### src/rtl/seg_xlate_pkg.sv
package seg_xlate_pkg;

   localparam int LIN_W     = 32;
   localparam int SIZE_W    = 20;
   localparam int SEL_W     = 16;
   localparam int IDX_W     = 13;
   localparam int IDX_LSB   = 3;
   localparam int TI_BIT    = 2;
   localparam int RPL_W     = 2;
   localparam int GRAN_SH   = LIN_W - SIZE_W;

   typedef enum logic [1:0] {
      ACC_READ  = 2'b00,
      ACC_WRITE = 2'b01,
      ACC_FETCH = 2'b10,
      ACC_RSVD  = 2'b11
   } seg_acc_e;

   typedef enum logic [1:0] {
      FLT_INDEX  = 2'd0,
      FLT_ABSENT = 2'd1,
      FLT_PERM   = 2'd2,
      FLT_LIMIT  = 2'd3
   } seg_flt_e;

   typedef struct packed {
      logic [LIN_W-1:0]  base;
      logic [SIZE_W-1:0] size;
      logic              gran;
      logic              app;
      logic              code;
      logic              perm;
      logic              present;
   } seg_desc_t;

endpackage

### src/rtl/seg_sel_decode.sv
module seg_sel_decode
   import seg_xlate_pkg::*;
(
   input  logic [SEL_W-1:0] sel,
   output logic [IDX_W-1:0] idx,
   output logic             ti,
   output logic [RPL_W-1:0] rpl
);

   if (IDX_LSB + IDX_W != SEL_W) begin : g_bad_layout
      $error("seg_sel_decode: index field does not reach the selector top");
   end
   if (TI_BIT + 1 != IDX_LSB || RPL_W != TI_BIT) begin : g_bad_fields
      $error("seg_sel_decode: selector fields overlap or leave gaps");
   end

   always_comb begin
      idx = sel[SEL_W-1:IDX_LSB];
      ti  = sel[TI_BIT];
      rpl = sel[RPL_W-1:0];
   end

endmodule

### src/rtl/seg_desc_table.sv
module seg_desc_table
   import seg_xlate_pkg::*;
#(
   parameter int DEPTH         = 8,
   parameter int SLOT_W        = 3,
   parameter bit RESET_PAYLOAD = 1'b1
) (
   input  logic              clk,
   input  logic              rst_n,
   input  logic              wr_en,
   input  logic [SLOT_W-1:0] wr_slot,
   input  seg_desc_t         wr_desc,
   input  logic [IDX_W-1:0]  rd_idx,
   output logic              rd_hit,
   output seg_desc_t         rd_desc
);

   localparam int AW = $clog2(DEPTH);

   if (DEPTH < 2 || DEPTH > (1 << IDX_W)) begin : g_bad_depth
      $error("seg_desc_table: DEPTH must lie in 2 .. 2**IDX_W");
   end
   if (SLOT_W < AW) begin : g_bad_slot
      $error("seg_desc_table: SLOT_W too narrow for DEPTH");
   end

   logic [DEPTH-1:0] present_q;
   seg_desc_t        body_q [DEPTH];
   logic             wr_ok;
   logic [AW-1:0]    wr_a;
   logic [AW-1:0]    rd_a;

   assign wr_ok = wr_en && (32'(wr_slot) < DEPTH);
   assign wr_a  = wr_slot[AW-1:0];
   assign rd_a  = rd_idx[AW-1:0];

   // Present flags always reset so a fresh table reports absent slots.
   always_ff @(posedge clk or negedge rst_n) begin
      if (!rst_n) begin
         present_q <= '0;
      end else if (wr_ok) begin
         present_q[wr_a] <= wr_desc.present;
      end
   end

   if (RESET_PAYLOAD) begin : g_body_rst
      always_ff @(posedge clk or negedge rst_n) begin
         if (!rst_n) begin
            for (int i = 0; i < DEPTH; i++) body_q[i] <= '0;
         end else if (wr_ok) begin
            body_q[wr_a] <= wr_desc;
         end
      end
   end else begin : g_body_plain
      always_ff @(posedge clk) begin
         if (wr_ok) body_q[wr_a] <= wr_desc;
      end
   end

   always_comb begin
      rd_hit  = (32'(rd_idx) < DEPTH);
      rd_desc = '0;
      if (rd_hit) begin
         rd_desc         = body_q[rd_a];
         rd_desc.present = present_q[rd_a];
      end
   end

endmodule

### src/rtl/seg_rule_check.sv
module seg_rule_check
   import seg_xlate_pkg::*;
(
   input  logic             hit,
   input  seg_desc_t        desc,
   input  logic [1:0]       kind,
   input  logic [LIN_W-1:0] off,
   output logic             fault,
   output logic [1:0]       fcode,
   output logic [LIN_W-1:0] lin
);

   seg_acc_e         acc;
   logic             perm_bad;
   logic             over;
   logic [LIN_W-1:0] eff_limit;

   assign acc = seg_acc_e'(kind);

   always_comb begin
      if (desc.gran) eff_limit = {desc.size, {GRAN_SH{1'b1}}};
      else           eff_limit = LIN_W'(desc.size);
      over = (off > eff_limit);
   end

   always_comb begin
      perm_bad = 1'b0;
      if (!desc.app) begin
         perm_bad = 1'b1;
      end else if (desc.code) begin
         unique case (acc)
            ACC_FETCH: perm_bad = 1'b0;
            ACC_READ:  perm_bad = !desc.perm;
            ACC_WRITE: perm_bad = 1'b1;
            default:   perm_bad = 1'b1;
         endcase
      end else begin
         unique case (acc)
            ACC_READ:  perm_bad = 1'b0;
            ACC_WRITE: perm_bad = !desc.perm;
            ACC_FETCH: perm_bad = 1'b1;
            default:   perm_bad = 1'b1;
         endcase
      end
   end

   always_comb begin
      fault = 1'b1;
      fcode = FLT_INDEX;
      if (!hit)               fcode = FLT_INDEX;
      else if (!desc.present) fcode = FLT_ABSENT;
      else if (perm_bad)      fcode = FLT_PERM;
      else if (over)          fcode = FLT_LIMIT;
      else begin
         fault = 1'b0;
         fcode = FLT_INDEX;
      end
      lin = desc.base + off;
   end

endmodule

### src/rtl/seg_xlate.sv
module seg_xlate
   import seg_xlate_pkg::*;
#(
   parameter int GDT_DEPTH     = 8,
   parameter int LDT_DEPTH     = 4,
   parameter bit RESET_PAYLOAD = 1'b1,
   parameter int SLOT_W        = $clog2((GDT_DEPTH > LDT_DEPTH) ? GDT_DEPTH : LDT_DEPTH)
) (
   input  logic              clk,
   input  logic              rst_n,
   input  logic              wr_en,
   input  logic              wr_ldt,
   input  logic [SLOT_W-1:0] wr_slot,
   input  logic [31:0]       wr_base,
   input  logic [19:0]       wr_limit,
   input  logic              wr_gran,
   input  logic              wr_app,
   input  logic              wr_code,
   input  logic              wr_perm,
   input  logic              wr_present,
   input  logic              req_valid,
   input  logic [15:0]       req_sel,
   input  logic [31:0]       req_off,
   input  logic [1:0]        req_kind,
   output logic              out_valid,
   output logic [31:0]       out_lin,
   output logic [1:0]        out_rpl,
   output logic              out_fault,
   output logic [1:0]        out_fcode
);

   localparam int NTAB = 2;

   if (LIN_W != 32 || SIZE_W != 20 || SEL_W != 16) begin : g_bad_pkg
      $error("seg_xlate: port widths disagree with the package");
   end

   seg_desc_t        wdesc;
   logic [IDX_W-1:0] idx;
   logic             ti;
   logic [RPL_W-1:0] rpl;
   logic [NTAB-1:0]  t_hit;
   seg_desc_t        t_desc [NTAB];
   logic             sel_hit;
   seg_desc_t        sel_desc;
   logic             c_fault;
   logic [1:0]       c_code;
   logic [LIN_W-1:0] c_lin;

   assign wdesc = '{base: wr_base, size: wr_limit, gran: wr_gran, app: wr_app,
                    code: wr_code, perm: wr_perm, present: wr_present};

   seg_sel_decode u_dec (
      .sel (req_sel),
      .idx (idx),
      .ti  (ti),
      .rpl (rpl)
   );

   for (genvar t = 0; t < NTAB; t++) begin : g_tab
      localparam int DEP = (t == 0) ? GDT_DEPTH : LDT_DEPTH;
      logic t_we;
      assign t_we = wr_en && (wr_ldt == 1'(t));
      seg_desc_table #(
         .DEPTH         (DEP),
         .SLOT_W        (SLOT_W),
         .RESET_PAYLOAD (RESET_PAYLOAD)
      ) u_tab (
         .clk     (clk),
         .rst_n   (rst_n),
         .wr_en   (t_we),
         .wr_slot (wr_slot),
         .wr_desc (wdesc),
         .rd_idx  (idx),
         .rd_hit  (t_hit[t]),
         .rd_desc (t_desc[t])
      );
   end

   always_comb begin
      sel_hit  = ti ? t_hit[1]  : t_hit[0];
      sel_desc = ti ? t_desc[1] : t_desc[0];
   end

   seg_rule_check u_chk (
      .hit   (sel_hit),
      .desc  (sel_desc),
      .kind  (req_kind),
      .off   (req_off),
      .fault (c_fault),
      .fcode (c_code),
      .lin   (c_lin)
   );

   always_ff @(posedge clk or negedge rst_n) begin
      if (!rst_n) begin
         out_valid <= 1'b0;
         out_fault <= 1'b0;
         out_fcode <= '0;
         out_lin   <= '0;
         out_rpl   <= '0;
      end else begin
         out_valid <= req_valid && !c_fault;
         out_fault <= req_valid && c_fault;
         out_fcode <= (req_valid && c_fault) ? c_code : 2'd0;
         out_lin   <= (req_valid && !c_fault) ? c_lin : '0;
         out_rpl   <= req_valid ? rpl : '0;
      end
   end

endmodule

### config.mk
export PLATFORM = sky130hd
export DESIGN_NAME = seg_xlate
export DESIGN_NICKNAME = d
export VERILOG_FILES = /design/src/rtl/seg_xlate_pkg.sv /design/src/rtl/seg_sel_decode.sv /design/src/rtl/seg_desc_table.sv /design/src/rtl/seg_rule_check.sv /design/src/rtl/seg_xlate.sv
export SDC_FILE = /design/constraint.sdc
export NUM_CORES = 1
export LEC_CHECK = 0
export ABC_AREA = 1
export BUFFER_PORTS_ARGS = -buffer_cell sky130_fd_sc_hd__buf_2
export CAP_MARGIN = 20
export CORE_MARGIN = 2
export CORE_UTILIZATION = 50
export DETAILED_ROUTE_END_ITERATION = 8
export GPL_TIMING_DRIVEN = 0
export MAX_ROUTING_LAYER = met4
export PLACE_DENSITY = 0.7
export SKIP_LAST_GASP = 1
export SYNTH_ARGS = -nofsm -noshare
export SYNTH_HDL_FRONTEND = slang
export SYNTH_SLANG_ARGS = --single-unit
### constraint.sdc
create_clock -name clk -period 2.54 [get_ports clk]
set_input_delay 0.381 -clock clk [delete_from_list [all_inputs] [get_ports clk]]
set_output_delay 0.381 -clock clk [all_outputs]
set_load 0.05 [all_outputs]
==> results.py, run 1 <==
metrics = {
    "run_status": {
        "status": "finished with violations",
        "violations": "setup timing",
    },
    "synth": {
        "synth_edf_count": 0,
        "yosys_most_used_dff": "dfrtp_1",
        "yosys.area.top_type": "dfrtp_1",
        "async_flop_share_pct": 100.0,
        "synth.net_count": 4206,
        "yosysTopAreaCellShare_pct": 53.21,
        "synthCells": 4027,
        "yosysWarnings": 0,
        "synth-seq-area-share_pct": 53.21,
        "synth.avg_cell_area_um2": 8.432,
        "synth_area_mm2": 0.03395,
        "ys_ff_latch": 722,
        "synth_area_leaders": "dfrtp_1, o21ai_0, nand2_1",
        "ys_types": 44,
    },
    "global_route": {
        "grt_pass1_wl_mm": 199.4,
        "grtUsageTotal_pct": 39.33,
        "grt_pass1_vias": 31590,
        "grt_max_degree": 124,
        "grt.overflow.total": 0,
        "antenna_found_initial": 7,
    },
    "critical_path": {
        "slowest_stage": "a32oi_4",
        "required_ns": 3.07,
        "startpoint_type": "primary input",
        "path_class": "primary input to flip-flop",
        "arrival_ns": 3.66,
        "critical-path-top-delay-family": "buffers and inverters",
        "worstPathCellList": "buf_8, buf_12, buf_8, buf_12, buf_4, nor2_1, o22ai_2, a32oi_4, buf_4, nor2_1, a21oi_2, ha_1, nand2_1, o21ai_0, a21oi_1, nand2_1, nand2_1, nand2_2, nand2_4, nand4_4, buf_12, buf_12, nor3_4",
        "cp-end-kind": "flip-flop",
        "critPathBufInv": 8,
        "critical_path.max_stage_delay_ns": 0.34,
        "cpMostUsedCell": "buf_12",
        "worst-path-max-fanout": 10,
    },
    "clocking": {
        "cts_tree": "yes",
        "clock_latency_ns": 0.65,
        "clock_sinks": 722,
        "htreeDepth": 3,
        "cts.clk_slew.worst_paths_ns": 0.06,
        "cts_inserted_buffers": 78,
        "root_buffer": "clkbuf_16",
        "cts.path.max_buffers": 3,
    },
    "power": {
        "peakVddDrop_uv": 676.1,
        "total_power_mw": 31.33,
        "p_leak_nw": 18.68,
        "power.density_mw_per_mm2": 764.9,
    },
    "floorplan": {
        "die_area_mm2": 0.07001,
        "die_h_um": 264.6,
        "die_x_um": 264.6,
        "ioPinCount": 153,
        "rows": 95,
        "start_util_pct": 50.56,
        "fp.coreArea_mm2": 0.06716,
    },
    "final_layout": {
        "nets": 4489,
        "syn_to_final_growth_pct": 20.62,
        "fin_cells": 5247,
        "layout-drive-gt1-share_pct": 15.53,
        "fillers": 5874,
    },
    "sta": {
        "clock_skew_ns": 0.03406,
        "rsz0062_at_grt": "true",
        "layout_min_cycle_time_ns": 3.127,
        "finalCritPeriodShare_pct": 123.1,
        "hold_violations": 0,
        "max-slew-margin-rel_pct": 22.31,
        "finalSetupViolCount": 57,
        "worstMarginPinSlew_ns": 1.165,
        "post-route-worst-setup-slack_ns": -0.5866,
        "fmax_mhz": 319.8,
        "whs_ns": 0.005474,
        "maxSlewViolCount": 0,
    },
    "routing": {
        "drtAntennaViolNets": 0,
        "dr.pass1.iters": 7,
        "wl_per_cell_um": 25.71,
        "drc_errors": 0,
        "drt-vias-per-instance": 6.275,
        "vias": 32930,
        "drt_iter0_drc": 4664,
        "wl_mm": 134.9,
    },
    "run": {
        "drv_cap": 0,
    },
    "placement": {
        "placedCellCount": 5056,
        "dp_hpwl_mm": 91.73,
        "port_buffers": 150,
        "gp_congestion": 0.9827,
    },
    "hold_path": {
        "hold_class": "primary input to flip-flop",
    },
}
## sequential cells by signal (all words and copies together), names as in the netlist
signal / cells
out_fcode: 2
g_tab.u_tab.present_q: 12
out_lin: 32
out_valid: 1
g_tab.u_tab.body_q: 672
out_rpl: 2
out_fault: 1
## synthesized netlist by cell type, drive strengths merged, types with 14 or more instances
cell / n
clkbuf: 259
nor3: 18
dfrtp: 722
nand2: 772
buf: 84
o221ai: 105
ha: 63
a32o: 39
a21oi: 202
o22ai: 43
o21ai: 913
nand3: 65
xnor2: 14
nor2: 535
inv: 132
## metal layers
metal	track usage [%]	up-vias	wire length [um]
met2	56.30	2168	57950
met1	50.00	16040	51510
met4	23.25	0	9517
li1	-	14230	-
met3	10.87	492	15910
met5	-	-	0
## kinds of logic (layout without fill, tap and decap cells)
group                    count (synthesis)  in the layout  share of synthesized area, %
AND/OR/NAND/NOR                       1413           1413                         16.35
XOR/XNOR                                21             21                        0.5417
other                                    0              8                             0
AO/OA/AOI/OAI                         1332           1332                         21.79
flip-flops                             722            722                         53.21
buffers and inverters                  475            814                         5.727
adder cells (fa/ha/maj)                 64             64                         2.381
## report_power, final
part / switching (mW) / internal, mW / leakage (nW)
clock network: 4.89 / 6.46 / 1.25
registers: 1.27 / 13.8 / 9.07
logic: 3.04 / 1.88 / 8.35
## tightest hold or removal path: stages
cell     delay, ns
buf_2         0.10
nand2_1       0.05
o21ai_0       0.06
## layout make-up
class	count	area (um^2)	share of cell area, %
flip-flops and latches	722	18070	44.11
multi-input cells	2830	15080	36.82
clock buffers	110	2282	5.572
plain buffers	338	2173	5.307
repair buffers	208	1515	3.700
well taps	873	1092	2.667
inverters	132	506.7	1.237
clock inverters	26	220.2	0.5377
diodes	8	20.02	0.04888
## metrics by stage
step	setup slack, ns	setup TNS (ns)	utilization (%)	instance area [um^2]
after floorplan	-0.4316	-12.61	-	34290
after global placement	-14.33	-	53.80	36130
after detailed placement	-2.498	-205.73	54.06	36310
after CTS	-0.5776	-17.58	59.73	40120
after global routing	-0.6511	-21.59	60.97	40950
final	-0.5866	-18.46	60.98	40960
## cell usage in the layout, fill, tap and decap left out, drive strengths merged, types with 9 or more instances in the layout
cell and count:
a32o 39, nand3 65, clkbuf 363, dfrtp 722, nor2 535, a21oi 202
o221ai 105, clkinv 22, nand4 9, xnor2 14, nand2 772, o21ai 913
inv 132, nor3 18, ha 63, o22ai 43, buf 286
## what timing repair did
item,4_1_cts,5_1_grt
resized for setup,273,199
endpoints found under the hold margin,86,0
gates cloned,3,1
buffers inserted,26,16
pin swaps,48,56
hold buffers,7,0
endpoints found under the setup margin,64,270
## path summary, 6_finish.rpt
path                                                   end  cells after the start                       start  slack (ns)
worst max register to register                 out_lin[29]                     18   g_tab[1].u_tab.body_q[61]       -0.56
worst min register to register  g_tab[0].u_tab.body_q[442]                      2  g_tab[0].u_tab.body_q[442]        0.48
min in group asynchronous        g_tab[0].u_tab.body_q[40]                      2                       rst_n        0.27
worst min-delay path            g_tab[0].u_tab.body_q[116]                      3                     wr_code       0.005
worst max-delay path                           out_lin[29]                     23                  req_sel[3]       -0.59
max in group asynchronous         g_tab[0].u_tab.body_q[7]                      5                       rst_n        0.39
Note: power is estimated with default switching activity, not from simulation.
==> inputs of run 2 (changes only) <==
--- a/config.mk
+++ b/config.mk
@@ -13,8 +13,9 @@
 export DETAILED_ROUTE_END_ITERATION = 8
 export GPL_TIMING_DRIVEN = 0
 export MAX_ROUTING_LAYER = met4
-export PLACE_DENSITY = 0.7
+export PLACE_DENSITY = 0.67
 export SKIP_LAST_GASP = 1
 export SYNTH_ARGS = -nofsm -noshare
 export SYNTH_HDL_FRONTEND = slang
 export SYNTH_SLANG_ARGS = --single-unit
+export TNS_END_PERCENT = 5
==> run 2 against run 1 <==
The flow still finishes with violations (setup timing); largest power group unchanged; die area unchanged; critical endpoint is now out_lin[19]; highest routed layer unchanged; non-clock buffer count increased by 18; sequential cell count unchanged; sequential power about the same.
==> results.py, run 2 (same netlist as run 1, synthesis figures left out) <==
metrics = {
    "power": {
        "pwr-share-comb_pct": 15.6,
        "peakVddDrop_uv": 674.9,
        "total_power_mw": 31.60,
        "p_int_mw": 22.39,
        "p_switching_mw": 9.212,
        "p_leak_nw": 18.79,
        "seqPwrFrac_pct": 47.7,
        "power.density_mw_per_mm2": 769.7,
        "power.share.clock_pct": 36.7,
        "switching_share_pct": 29.15,
    },
    "sta": {
        "finalSetupViolCount": 36,
        "hold_violations": 0,
        "worstMarginPinSlew_ns": 1.335,
        "clock_skew_ns": 0.02568,
        "finalCritPeriodShare_pct": 124.5,
        "maxSlewViolCount": 0,
        "max-slew-margin-rel_pct": 11.00,
        "fin_setup_tns_ns": -20.67,
        "rsz0062_at_grt": "true",
        "layout_min_cycle_time_ns": 3.162,
        "whs_ns": 0.008110,
        "post-route-worst-setup-slack_ns": -0.6215,
        "fmax_mhz": 316.3,
    },
    "routing": {
        "drt_iter0_drc": 4443,
        "wl_mm": 139.9,
        "wl_per_cell_um": 26.57,
        "drt-vias-per-instance": 6.341,
        "drc_errors": 0,
        "vias": 33390,
        "drtAntennaViolNets": 0,
        "dr.pass1.iters": 6,
    },
    "final_layout": {
        "nets": 4509,
        "top_register": "g_tab.u_tab.body_q",
        "syn_to_final_growth_pct": 20.92,
        "final_cell_mix": "o21ai_0, nand2_1, dfrtp_1",
        "final_common_cell": "o21ai_0",
        "utilization_pct": 61.14,
        "layout-drive-gt1-share_pct": 14.81,
        "top_regs": "g_tab.u_tab.body_q: 672 flops, out_lin: 32 flops, g_tab.u_tab.present_q: 12 flops",
        "largest_reg_flops": 672,
    },
    "global_route": {
        "grt_pass1_vias": 31410,
        "grtUsageTotal_pct": 40.23,
        "grt_max_degree": 122,
        "grt_pass1_wl_mm": 202.8,
        "grt.overflow.total": 0,
        "antenna_found_initial": 6,
    },
    "clocking": {
        "htreeDepth": 3,
        "root_buffer": "clkbuf_16",
        "clock_sinks": 722,
        "clock_latency_ns": 0.66,
        "cts_tree": "yes",
        "cts.clk_slew.worst_paths_ns": 0.06,
        "cts.path.max_buffers": 3,
        "cts_inserted_buffers": 79,
    },
    "critical_path": {
        "rr_startpoint": "g_tab[0].u_tab.body_q[403]",
        "worstPathCellList": "buf_6, inv_4, buf_8, clkbuf_16, buf_8, nor2_1, o221ai_1, a32o_2, nand2_2, ha_1, nand4_1, inv_1, nand3_2, nor3b_2, nand2_1, nand2_2, nand2_4, nand4_4, buf_12, clkbuf_16, nor2_4",
        "critical_path.max_stage_delay_ns": 0.40,
        "required_ns": 3.06,
        "arrival_ns": 3.68,
        "worst-path-max-fanout": 20,
        "path_class": "primary input to flip-flop",
        "slowest_stage": "a32o_2",
        "startpoint_type": "primary input",
        "r2r_cells": 19,
        "cp-end-kind": "flip-flop",
        "r2r_slack_ns": -0.58,
        "r2r_end": "out_lin[19]",
    },
    "placement": {
        "gp_congestion": 0.9981,
        "dp_hpwl_mm": 96.17,
        "port_buffers": 150,
    },
    "floorplan": {
        "die_h_um": 264.6,
        "start_util_pct": 50.56,
        "die_x_um": 264.6,
        "die_area_mm2": 0.07001,
        "ioPinCount": 153,
        "rows": 95,
        "fp.coreArea_mm2": 0.06716,
    },
    "hold_path": {
        "min_from": "wr_base[3]",
        "hold_class": "primary input to flip-flop",
        "holdPathStages": 3,
        "whs_endpoint": "g_tab[0].u_tab.body_q[142]",
    },
    "run": {
        "drv_cap": 0,
    },
    "run_status": {
        "status": "finished with violations",
        "violations": "setup timing",
    },
}
-- run 2: layout make-up --
| class | instances | area [um^2] |
|---|---|---|
| inverters | 132 | 515.5 |
| plain buffers | 340 | 2217 |
| repair buffers | 224 | 1784 |
| multi-input cells | 2831 | 14810 |
| diodes | 5 | 12.51 |
| clock inverters | 19 | 193.9 |
| flip-flops and latches | 722 | 18070 |
| fillers | 5955 | 26100 |
| clock buffers | 120 | 2365 |
| well taps | 873 | 1092 |
-- run 2: stage by stage --
stage / instances / area [um^2] / setup slack, ns
global route: 5266 / 41060 / -0.6688
finish: 5266 / 41060 / -0.6215
global placement: 5050 / 35950 / -14.44
CTS: 5220 / 39830 / -0.5607
floorplan: 4027 / 34110 / -0.4509
detailed placement: 5056 / 36130 / -2.632
-- run 2: metal layers --
layer,vias up,track usage [%],share of wire (%)
met1,16310,51.16,38
met5,-,-,0
met4,0,23.22,7.1
met3,576,11.70,12
li1,14260,-,-
met2,2247,57.39,43
-- run 2: critical path, delay by kind of cell --
family                     cells  cell delay [ns]
AOI/OAI and AO/OA              2             0.64
buffers and inverters          8             1.31
adders and majority gates      1             0.29
and+or+nand+nor               10             1.01
-- run 2: power groups by stage --
stage / registers (mW) / clock network, mW / logic, mW
2_1_floorplan: 14.8 / 0 / 3.04
3_3_place_gp: 15.1 / 0 / 4.29
3_5_place_dp: 15.1 / 0 / 4.48
4_1_cts: 15.0 / 11.6 / 4.67
5_1_grt: 15.3 / 12.0 / 5.53
6_report: 15.1 / 11.6 / 4.94
-- run 2: worst max-delay path by stage --
stage / start / endpoint / slack, ns
final: req_sel[3] / out_lin[19] / -0.62
after global routing: req_sel[9] / out_lin[27] / -0.67
after CTS: req_sel[4] / out_lin[27] / -0.56
after detailed placement: req_sel[5] / out_lin[27] / -2.63
after global placement: rst_n / g_tab[0].u_tab.body_q[121] / -14.44
after floorplan: req_sel[3] / out_lin[30] / -0.45
-- run 2: repair_timing --
item / 4_1_cts / 5_1_grt
endpoints found under the setup margin: 39 / 274
cloned: 2 / 10
hold buffers: 6 / 0
pin swaps: 27 / 58
setup buffers: 18 / 32
gates resized for setup: 252 / 221
hold endpoints to repair: 69 / 0
